**src/rtl/irqc_pkg.sv**
```systemverilog
package irqc_pkg;
   typedef enum logic [1:0] {SEQ_IDLE, SEQ_BASE, SEQ_CASC, SEQ_MODE} seq_t;

   localparam logic [7:0] CMD_NS_EOI = 8'h20;

   // command word bit positions
   localparam int C_START  = 4;
   localparam int C_MODEON = 0;
   localparam int C_SINGLE = 1;
   localparam int C_LEVEL  = 3;

   // mode word bit positions
   localparam int M_AEOI = 1;
   localparam int M_ROLE = 2;
   localparam int M_BUF  = 3;
   localparam int MODE_W = 5;
endpackage

```
**src/rtl/irqc_cfg.sv**
```systemverilog
module irqc_cfg
   import irqc_pkg::*;
#(
   parameter int N_IN = 8,
   parameter logic [N_IN-1:0] RST_MASK = '1
) (
   input  logic              clk,
   input  logic              rst_n,
   input  logic              bus_wr,
   input  logic              bus_sel,
   input  logic [7:0]        bus_wdata,
   output logic [N_IN-1:0]   mask_q,
   output logic [4:0]        base_q,
   output logic [7:0]        casc_q,
   output logic [MODE_W-1:0] mode_q,
   output logic              single_q,
   output logic              level_q,
   output logic              busy,
   output logic              init_go,
   output logic              eoi_go
);
   seq_t seq_q;
   logic need_mode_q;
   logic cmd_wr, dat_wr;

   assign cmd_wr  = bus_wr & ~bus_sel;
   assign dat_wr  = bus_wr & bus_sel;
   assign init_go = cmd_wr & bus_wdata[C_START];
   assign eoi_go  = cmd_wr & (bus_wdata == CMD_NS_EOI);
   assign busy    = (seq_q != SEQ_IDLE);

   always_ff @(posedge clk or negedge rst_n) begin
      if (!rst_n) begin
         seq_q       <= SEQ_IDLE;
         mask_q      <= RST_MASK;
         base_q      <= '0;
         casc_q      <= '0;
         mode_q      <= '0;
         single_q    <= 1'b1;
         level_q     <= 1'b0;
         need_mode_q <= 1'b0;
      end else if (init_go) begin
         seq_q       <= SEQ_BASE;
         mask_q      <= '0;
         casc_q      <= '0;
         mode_q      <= '0;
         need_mode_q <= bus_wdata[C_MODEON];
         single_q    <= bus_wdata[C_SINGLE];
         level_q     <= bus_wdata[C_LEVEL];
      end else if (dat_wr) begin
         unique case (seq_q)
            SEQ_IDLE: mask_q <= bus_wdata[N_IN-1:0];
            SEQ_BASE: begin
               base_q <= bus_wdata[7:3];
               if (!single_q)        seq_q <= SEQ_CASC;
               else if (need_mode_q) seq_q <= SEQ_MODE;
               else                  seq_q <= SEQ_IDLE;
            end
            SEQ_CASC: begin
               casc_q <= bus_wdata;
               seq_q  <= need_mode_q ? SEQ_MODE : SEQ_IDLE;
            end
            SEQ_MODE: begin
               mode_q <= bus_wdata[MODE_W-1:0];
               seq_q  <= SEQ_IDLE;
            end
            default: seq_q <= SEQ_IDLE;
         endcase
      end
   end
endmodule

```
**src/rtl/irqc_pend.sv**
```systemverilog
module irqc_pend #(
   parameter int N_IN = 8
) (
   input  logic            clk,
   input  logic            rst_n,
   input  logic [N_IN-1:0] req,
   input  logic            level,
   input  logic            clr_all,
   input  logic [N_IN-1:0] ack_clr,
   output logic [N_IN-1:0] pend_q
);
   for (genvar g = 0; g < N_IN; g++) begin : g_line
      logic prev_q;
      always_ff @(posedge clk or negedge rst_n) begin
         if (!rst_n) begin
            prev_q    <= 1'b0;
            pend_q[g] <= 1'b0;
         end else begin
            prev_q <= req[g];
            if (clr_all)    pend_q[g] <= 1'b0;
            else if (level) pend_q[g] <= req[g];
            else            pend_q[g] <= (pend_q[g] & ~ack_clr[g]) | (req[g] & ~prev_q);
         end
      end
   end
endmodule

```
**src/rtl/irqc_prio.sv**
```systemverilog
module irqc_prio #(
   parameter int N_IN = 8,
   localparam int IW = $clog2(N_IN)
) (
   input  logic [N_IN-1:0] pend,
   input  logic [N_IN-1:0] mask,
   input  logic [N_IN-1:0] isr,
   output logic            cand_ok,
   output logic [IW-1:0]   cand_idx,
   output logic [N_IN-1:0] cand_1h,
   output logic [N_IN-1:0] isr_top
);
   logic [N_IN-1:0] allow, elig;

   always_comb begin
      logic seen;
      seen = 1'b0;
      for (int j = 0; j < N_IN; j++) begin
         seen     = seen | isr[j];
         allow[j] = ~seen;
      end
      elig = pend & ~mask & allow;
   end

   always_comb begin
      cand_ok  = 1'b0;
      cand_idx = '0;
      for (int j = N_IN - 1; j >= 0; j--) begin
         if (elig[j]) begin
            cand_ok  = 1'b1;
            cand_idx = IW'(j);
         end
      end
   end

   assign cand_1h = elig & (~elig + 1'b1);
   assign isr_top = isr & (~isr + 1'b1);
endmodule

```
**src/rtl/irqc_top.sv**
```systemverilog
module irqc_top
   import irqc_pkg::*;
#(
   parameter int N_IN = 8,
   parameter logic [N_IN-1:0] RST_MASK = '1,
   localparam int IW = $clog2(N_IN)
) (
   input  logic              clk,
   input  logic              rst_n,
   input  logic [N_IN-1:0]   irq_in,
   input  logic              bus_wr,
   input  logic              bus_sel,
   input  logic [7:0]        bus_wdata,
   output logic [7:0]        bus_rdata,
   output logic              int_out,
   input  logic              int_ack,
   output logic [7:0]        int_vec,
   output logic              is_master,
   output logic [7:0]        casc_cfg,
   output logic [MODE_W-1:0] mode_cfg
);
   if (N_IN < 2 || N_IN > 8 || (N_IN & (N_IN - 1)) != 0) begin : g_bad_n
      $error("irqc_top: N_IN must be 2, 4 or 8");
   end

   logic [N_IN-1:0]   mask_q, pend_q, isr_q, cand_1h, isr_top;
   logic [4:0]        base_q;
   logic [7:0]        casc_q;
   logic [MODE_W-1:0] mode_q;
   logic              single_q, level_q, init_busy, init_go, eoi_go;
   logic              cand_ok, ack_go, aeoi;
   logic [IW-1:0]     cand_idx;

   irqc_cfg #(.N_IN(N_IN), .RST_MASK(RST_MASK)) u_cfg (
      .clk(clk), .rst_n(rst_n), .bus_wr(bus_wr), .bus_sel(bus_sel),
      .bus_wdata(bus_wdata), .mask_q(mask_q), .base_q(base_q),
      .casc_q(casc_q), .mode_q(mode_q), .single_q(single_q),
      .level_q(level_q), .busy(init_busy), .init_go(init_go), .eoi_go(eoi_go)
   );

   irqc_pend #(.N_IN(N_IN)) u_pend (
      .clk(clk), .rst_n(rst_n), .req(irq_in), .level(level_q),
      .clr_all(init_go), .ack_clr(ack_go ? cand_1h : '0), .pend_q(pend_q)
   );

   irqc_prio #(.N_IN(N_IN)) u_prio (
      .pend(pend_q), .mask(mask_q), .isr(isr_q), .cand_ok(cand_ok),
      .cand_idx(cand_idx), .cand_1h(cand_1h), .isr_top(isr_top)
   );

   assign aeoi    = mode_q[M_AEOI];
   assign int_out = cand_ok & ~init_busy;
   assign ack_go  = int_ack & int_out;
   assign int_vec = {base_q, 3'(cand_idx)};

   always_ff @(posedge clk or negedge rst_n) begin
      if (!rst_n) begin
         isr_q <= '0;
      end else if (init_go) begin
         isr_q <= '0;
      end else begin
         isr_q <= (isr_q & ~(eoi_go ? isr_top : '0))
                | ((ack_go && !aeoi) ? cand_1h : '0);
      end
   end

   assign bus_rdata = 8'(mask_q);
   assign is_master = single_q | ~mode_q[M_BUF] | mode_q[M_ROLE];
   assign casc_cfg  = is_master ? casc_q : {5'b0, casc_q[2:0]};
   assign mode_cfg  = mode_q;
endmodule

```
**config.mk**
```make
export PLATFORM = sky130hd
export DESIGN_NAME = irqc_top
export DESIGN_NICKNAME = d
export VERILOG_FILES = /design/src/rtl/irqc_pkg.sv /design/src/rtl/irqc_cfg.sv /design/src/rtl/irqc_pend.sv /design/src/rtl/irqc_prio.sv /design/src/rtl/irqc_top.sv
export SDC_FILE = /design/constraint.sdc
export NUM_CORES = 1
export LEC_CHECK = 0
export BUFFER_PORTS_ARGS = -buffer_cell sky130_fd_sc_hd__buf_4
export CAP_MARGIN = 20
export CELL_PAD_IN_SITES_DETAIL_PLACEMENT = 1
export CELL_PAD_IN_SITES_GLOBAL_PLACEMENT = 2
export CORE_ASPECT_RATIO = 1.25
export CORE_MARGIN = 1.5
export CORE_UTILIZATION = 30
export DETAILED_ROUTE_END_ITERATION = 12
export GPL_ROUTABILITY_DRIVEN = 0
export PLACE_DENSITY = 0.71
export SYNTH_ARGS = -nofsm -noshare
export SYNTH_HDL_FRONTEND = slang
export SYNTH_SLANG_ARGS = --single-unit
```
**constraint.sdc**
```tcl
create_clock -name clk -period 1.9 [get_ports clk]
set_clock_uncertainty 0.05 [all_clocks]
set_input_delay 0.19 -clock clk [delete_from_list [all_inputs] [get_ports clk]]
set_output_delay 0.19 -clock clk [all_outputs]
set_load 0.01 [all_outputs]
```
== Word-level counts from Yosys, hierarchy flattened ==
Index checks and enable logic that the tools add are counted.
Storage, ports and cells
  register bits: 55
  bits of input ports: 21
  output and inout bits: 31
  logic and storage cells: 173
Cells by class
  $add $sub $neg: 2
  equality and inequality tests: 4
  multiplexer cells: 51
  bitwise operators: 77
  reductions and logical operators: 14
Operator list (number)
  8-bit two-way mux: 11
  8-bit AND: 5
  8-bit NOT: 4
  1-bit NOT: 28
  1-bit two-way mux: 24
  3-bit two-way mux: 8
  1-bit AND: 22
  1-bit OR: 17
  8-bit by 1-bit adder with 8-bit output, second input constant: 2
  5-bit two-way mux: 3
  2-bit nonzero test: 5
  8-bit by 6-bit == test with 1-bit output, second input constant: 1
  2-bit two-way mux: 4
  8-bit OR: 1
  2-bit AND reduction: 4
  2-bit case mux with 3 select lines: 1
  2-bit == test, second input constant: 2
  4-bit nonzero test: 1
  3-bit AND reduction: 1
  2-bit by 1-bit == test with 1-bit output, second input constant: 1
  2-bit logical NOT: 1
  1-bit logical AND: 1
  1-bit logical NOT: 1

== Logic depth before layout (Yosys ltp) ==
  depth after elaboration: 25
  gate-level depth with buffers: 6
  mapped depth without buffers: 4

== Cells and area by module ==
Synthesis repeated with hierarchy kept, for this count alone.
Unflattened totals
  cells, all modules: 280
  area, all modules: 2924.1 um^2
Modules (own cells, without submodules)
  irqc_cfg: times used 1, cells each 127, area each 1411.4 um^2, seq. area each 787.0 um^2
  irqc_pend: times used 1, cells each 50, area each 683.2 um^2, seq. area each 400.4 um^2
  irqc_top: times used 1, cells each 53, area each 511.7 um^2, seq. area each 200.2 um^2
  irqc_prio: times used 1, cells each 50, area each 317.8 um^2, seq. area each 0.0 um^2

== Worst setup path before layout ==
OpenSTA, ideal clock, no wires.
  path kind: flip-flop to output port
  start point: reg isr_q[0]
  end point: out int_vec[0]
  arrival: 1.962 ns
  data required time: 1.660 ns
  slack: -0.302 ns
  cell stages (with the launch flop): 6
  path buffers: 1
  path through: dfrtp_1 -> buf_6 -> or4_4 -> or4b_4 -> o211a_1 -> o31ai_2
On the way
  word-level cells in the longest chain between the ends: 17
  elaborated cells between the ends (all ways): 24
  those cells by class: mux: 8; bitwise: 16
RTL lines
  start: declaration: line irqc_top.sv:26  | logic [N_IN-1:0] mask_q, pend_q, isr_q, cand_1h, isr_top;
  start signal: assignment: line irqc_top.sv:62  | isr_q <= (isr_q & ~(eoi_go ? isr_top : '0))
  1-bit OR (7 in series): line irqc_prio.sv:19  | seen = seen | isr[j];
  1-bit NOT: line irqc_prio.sv:20  | allow[j] = ~seen;
  8-bit AND (*): line irqc_prio.sv:22  | elig = pend & ~mask & allow;
  3-bit two-way mux (7 in series): line irqc_prio.sv:29  | if (elig[j]) begin
  3-bit two-way mux (*): line irqc_prio.sv:29
  end: declaration: line irqc_top.sv:17  | output logic [7:0] int_vec,
Mark *: on every way between the ends. The rest lies on a longest branch, timed or not.

== Final worst setup path ==
  start point: reg isr_q[1]
  end point: out int_vec[0]
On the way
  word-level cells in the longest chain between the ends: 17
  elaborated cells between the ends (all ways): 23
  those cells by class: mux: 8; bitwise: 15
RTL lines (line)
  1-bit OR (*): irqc_prio.sv:19
  1-bit OR (6 in series): irqc_prio.sv:19
  1-bit NOT: irqc_prio.sv:20
  8-bit AND (*): irqc_prio.sv:22
  3-bit two-way mux (6 in series): irqc_prio.sv:29
  3-bit two-way mux (*) (2 in series): irqc_prio.sv:29
Marked as above.

==> summary.md <==
| Metric | Value |
|---|---|
| Status | finished, violations left |
| Failing checks | negative setup slack |
| PD cells | around 1500 mW/mm2 |
| Syn avg cell area | around 10 um2 |
| Die height | 107.0 um |
| CTS root buffer | clkbuf_8 |
| Tcrit/Tclk final | 1.317 |
| Min-Delay Path Class | input port to flop |
| Post-synthesis mux area share | 0.04094 |
| Global Route Usage Sum | 0.1922 |
| Commonest cells after routing, fill and taps aside | buf_4, dfrtp_1, nand2_1, a21oi_1, nor2_1 |
| Worst R2R End | u_pend.pend_q[5] |
| Reg2Reg Setup Slack | -0.40 ns |
| Final Hold Vio Count | 0 |
| Slowest cell on crit path | or4_4 |
| Capture point of the critical path | int_vec[0] |
| Area leader, netlist | dfrtp_1 |
| Syn Inst Count | 260 |
| Ys async rst share | 1.000 |
| Chip width | 86.23 um |
| Clk_lat worst skew | 0.32 ns |
| Synth Area in XOR/XNOR | 0 |
| IO buf count | 51 |
| CP Launch Type | flop |
| Flop and latch count out of synthesis | 55 |
| DR vias/cell | 5.166 |
| Post-synth EDFFs | 0 |
| RSZ-0062 raised after global routing | true |
| Final nets | 380 |
| Worst Path Required | 1.66 ns |
| Via count of the first global-routing pass | 2,543 |
| Area share of the largest cell type after synthesis | 0.4432 |
| Leakage power | around 1.7 nW |
| Core region area | 0.008333 mm2 |
| Worst-margin pin slew | 0.7257 ns |
| Maxcap violations | 0 |
| Initial antenna violation count | 0 |
| DR vias | 2,361 |
| Met1 usage | 0.2254 |
| Largest stage delay, worst path | 0.54 ns |
| DRC Markers | 0 |
| Largest net degree at the start of global routing | 56 |
| Initial Utilization | 0.3117 |
| Placed cells | 431 |
| Die area | 0.009229 mm2 |
| Grt met3 use | 0.04003 |
| CP bufs+invs | 1 |
| Worst Setup Path Type | flop to primary output |
| First-pass GRT wire length | 13,570 um |
| Post-synth top flop | dfrtp_1 |
| Final ANT Viol Nets | 0 |
| Initial DRC count | 78 |
| Register area share after synthesis | 0.5342 |
| Commonest non-fill, non-tap cell in the layout | buf_4 |
| RR Startpoint | isr_q[1] |
| DR pass1 iterations | 6 |
| Synth Area in Compound Gates | 0.1758 |
| Synth Cell Area | 0.002597 mm2 |
| Crit path DAT | 2.26 ns |
| Filler instances | approximately 950 |
| Relative slew slack | 0.5162 |
| Post-synthesis adder-cell area fraction | 0 |
| Met2 Track Usage GR | 0.3515 |
| Leading post-synthesis cells by cell area | dfrtp_1, dfstp_2, nand2_1 |
| Final Non-Filler Cells | roughly 460 |
| Share of cells above drive strength 1 | 0.4111 |
| Syn_nets | approximately 280 |
| Grt peak-use layer | met2 |
| Rows | 37 |
| Drt wl/cell | between 15 and 20 um |
| Antenna Cells | 0 |
| Io pins | 52 |
| CTS tree | yes |
| Simple-Gate Fraction of Synth Area | 0.2071 |
| Max Fclk | 399.8 MHz |
| Worst-path fanout max | 2 |
| Clk sink count | 55 |
| Largest family of logic cells by synthesized area | simple AND/OR/NAND/NOR gates |
| Syn. warnings | 0 |
| Clk buf depth | 2 |
| Clock Pin Slew Worst Setup and Hold Paths | 0.10 ns |
| Final worst path period need | 2.501 ns |
| WP depth | 5 |
| CP cell instances | or4_4, or4b_4, o211a_1, o31ai_4, buf_4 |
| Total grt overflow | 0 |
| Worst setup path startpoint | isr_q[1] |
| Number of library cell types mapped by synthesis | 49 |
| Final WL | just under 9000 um |
| Slew Limit Fails | 0 |
| Critical path's top delay family | simple AND/OR/NAND/NOR gates |
| Post-DP HPWL | between 6000 and 7000 um |
| Worst setup margin | -0.6015 ns |
| Worst Reg-to-Reg Cells | 7 |
| CTS Buf Count | 5 |
| Worst ir drop on vdd | 568.9 uV |
| P&R area growth vs syn | 44.65% |
| Final hold slack | 0.05042 ns |
| Finish-stage setup viols | 10 |
| CTS H-tree depth | 2 |
| Type of element capturing the critical path | primary output |
cell families after synthesis:
family	after synthesis
AO/OA/AOI/OAI	66
buffers and inverters	24
flip-flops	55
multiplexers	10
AND/OR/NAND/NOR	105
how the worst min path moves through the flow:
stage                     depth (start not counted)          from                      end
after floorplan                                   0         rst_n                 isr_q[0]
after global placement                            1         rst_n  u_pend.g_line[6].prev_q
after detailed placement                          1         rst_n  u_pend.g_line[7].prev_q
after CTS                                         3  bus_wdata[7]          u_cfg.mask_q[7]
after global routing                              3  bus_wdata[6]          u_cfg.mask_q[6]
final                                             3  bus_wdata[7]          u_cfg.mask_q[7]
cell usage after synthesis, types with 2 or more instances:
| cell | count |
|---|---|
| nor4_1 | 2 |
| nand3_1 | 4 |
| nor2b_1 | 10 |
| nor2_1 | 12 |
| mux2_2 | 5 |
| o311ai_0 | 4 |
| clkbuf_1 | 10 |
| o41ai_1 | 3 |
| o21ai_0 | 8 |
| nor3b_1 | 4 |
| nand3b_1 | 2 |
| a21boi_0 | 2 |
| or3b_2 | 2 |
| or3_1 | 3 |
| nor3_1 | 5 |
| inv_1 | 10 |
| dfrtp_1 | 46 |
| o211ai_1 | 5 |
| a21oi_1 | 23 |
| nand4_1 | 3 |
| dfstp_2 | 9 |
| buf_4 | 3 |
| o31ai_1 | 6 |
| mux2i_1 | 5 |
| nand2_1 | 45 |
| nand2b_1 | 5 |
| a211oi_1 | 2 |
power by group:
part | switching, W | leakage [nW] | internal (W) | total (W)
Sequential | 0.000210 | 0.676 | 0.00151 | 0.00172
Combinational | 0.00152 | 1.02 | 0.00164 | 0.00316
Clock | 0.000383 | 0.0422 | 0.000260 | 0.000643
metrics by stage:
stage	util	setup TNS (ns)	instance area [um2]	power, W	setup slack, ns
finish	0.4509	-2.643	3757	0.005523	-0.6015
global route	0.4509	-3.698	3757	0.005877	-0.6832
CTS	0.4324	-2.442	3603	0.005213	-0.6156
detailed placement	0.3994	-1.123	3328	0.004269	-0.2859
global placement	0.3994	-0.7205	3328	0.004213	-0.2522
floorplan	-	-0.3922	2618	0.002941	-0.2340
final cells by class:
cell class / instances / area, um2 / share of cell area
inverters: 10 / 37.54 / 0.009990
repair buffers: 106 / 844.6 / 0.2248
clock inverters: 1 / 5.005 / 0.001332
flip-flops and latches: 55 / 1388 / 0.3693
well taps: 97 / 121.4 / 0.03230
clock buffers: 7 / 76.32 / 0.02031
multi-input cells: 181 / 1285 / 0.3420
worst min-delay path: cells and delay by family:
kind            cells  cell delay, ns
buf+inv             1            0.13
compound gates      1            0.05
simple gates        1            0.05
timing repair:
action	in CTS	in global routing
endpoints found under the setup margin	12	14
resized for setup	18	22
buffers inserted	4	8
hold endpoints to repair	54	0
pin swaps	8	12
hold buffers	9	0
metal layers:
metal  part of all wire  wire length (um)  vias up
met1               0.42              3639     1182
met5                  0                 0        -
met4              0.024               206        0
met2               0.52              4520       48
met3              0.035               306       13
li1                   -                 -     1118
sequential cells by signal, indices dropped and copies added, names as in the netlist:
name                  flops
isr_q                     8
u_cfg.base_q              5
u_cfg.casc_q              8
u_cfg.level_q             1
u_cfg.mask_q              8
u_cfg.mode_q              5
u_cfg.need_mode_q         1
u_cfg.seq_q               2
u_cfg.single_q            1
u_pend.g_line.prev_q      8
u_pend.pend_q             8
No activity file was read; power rests on OpenSTA's default activity.
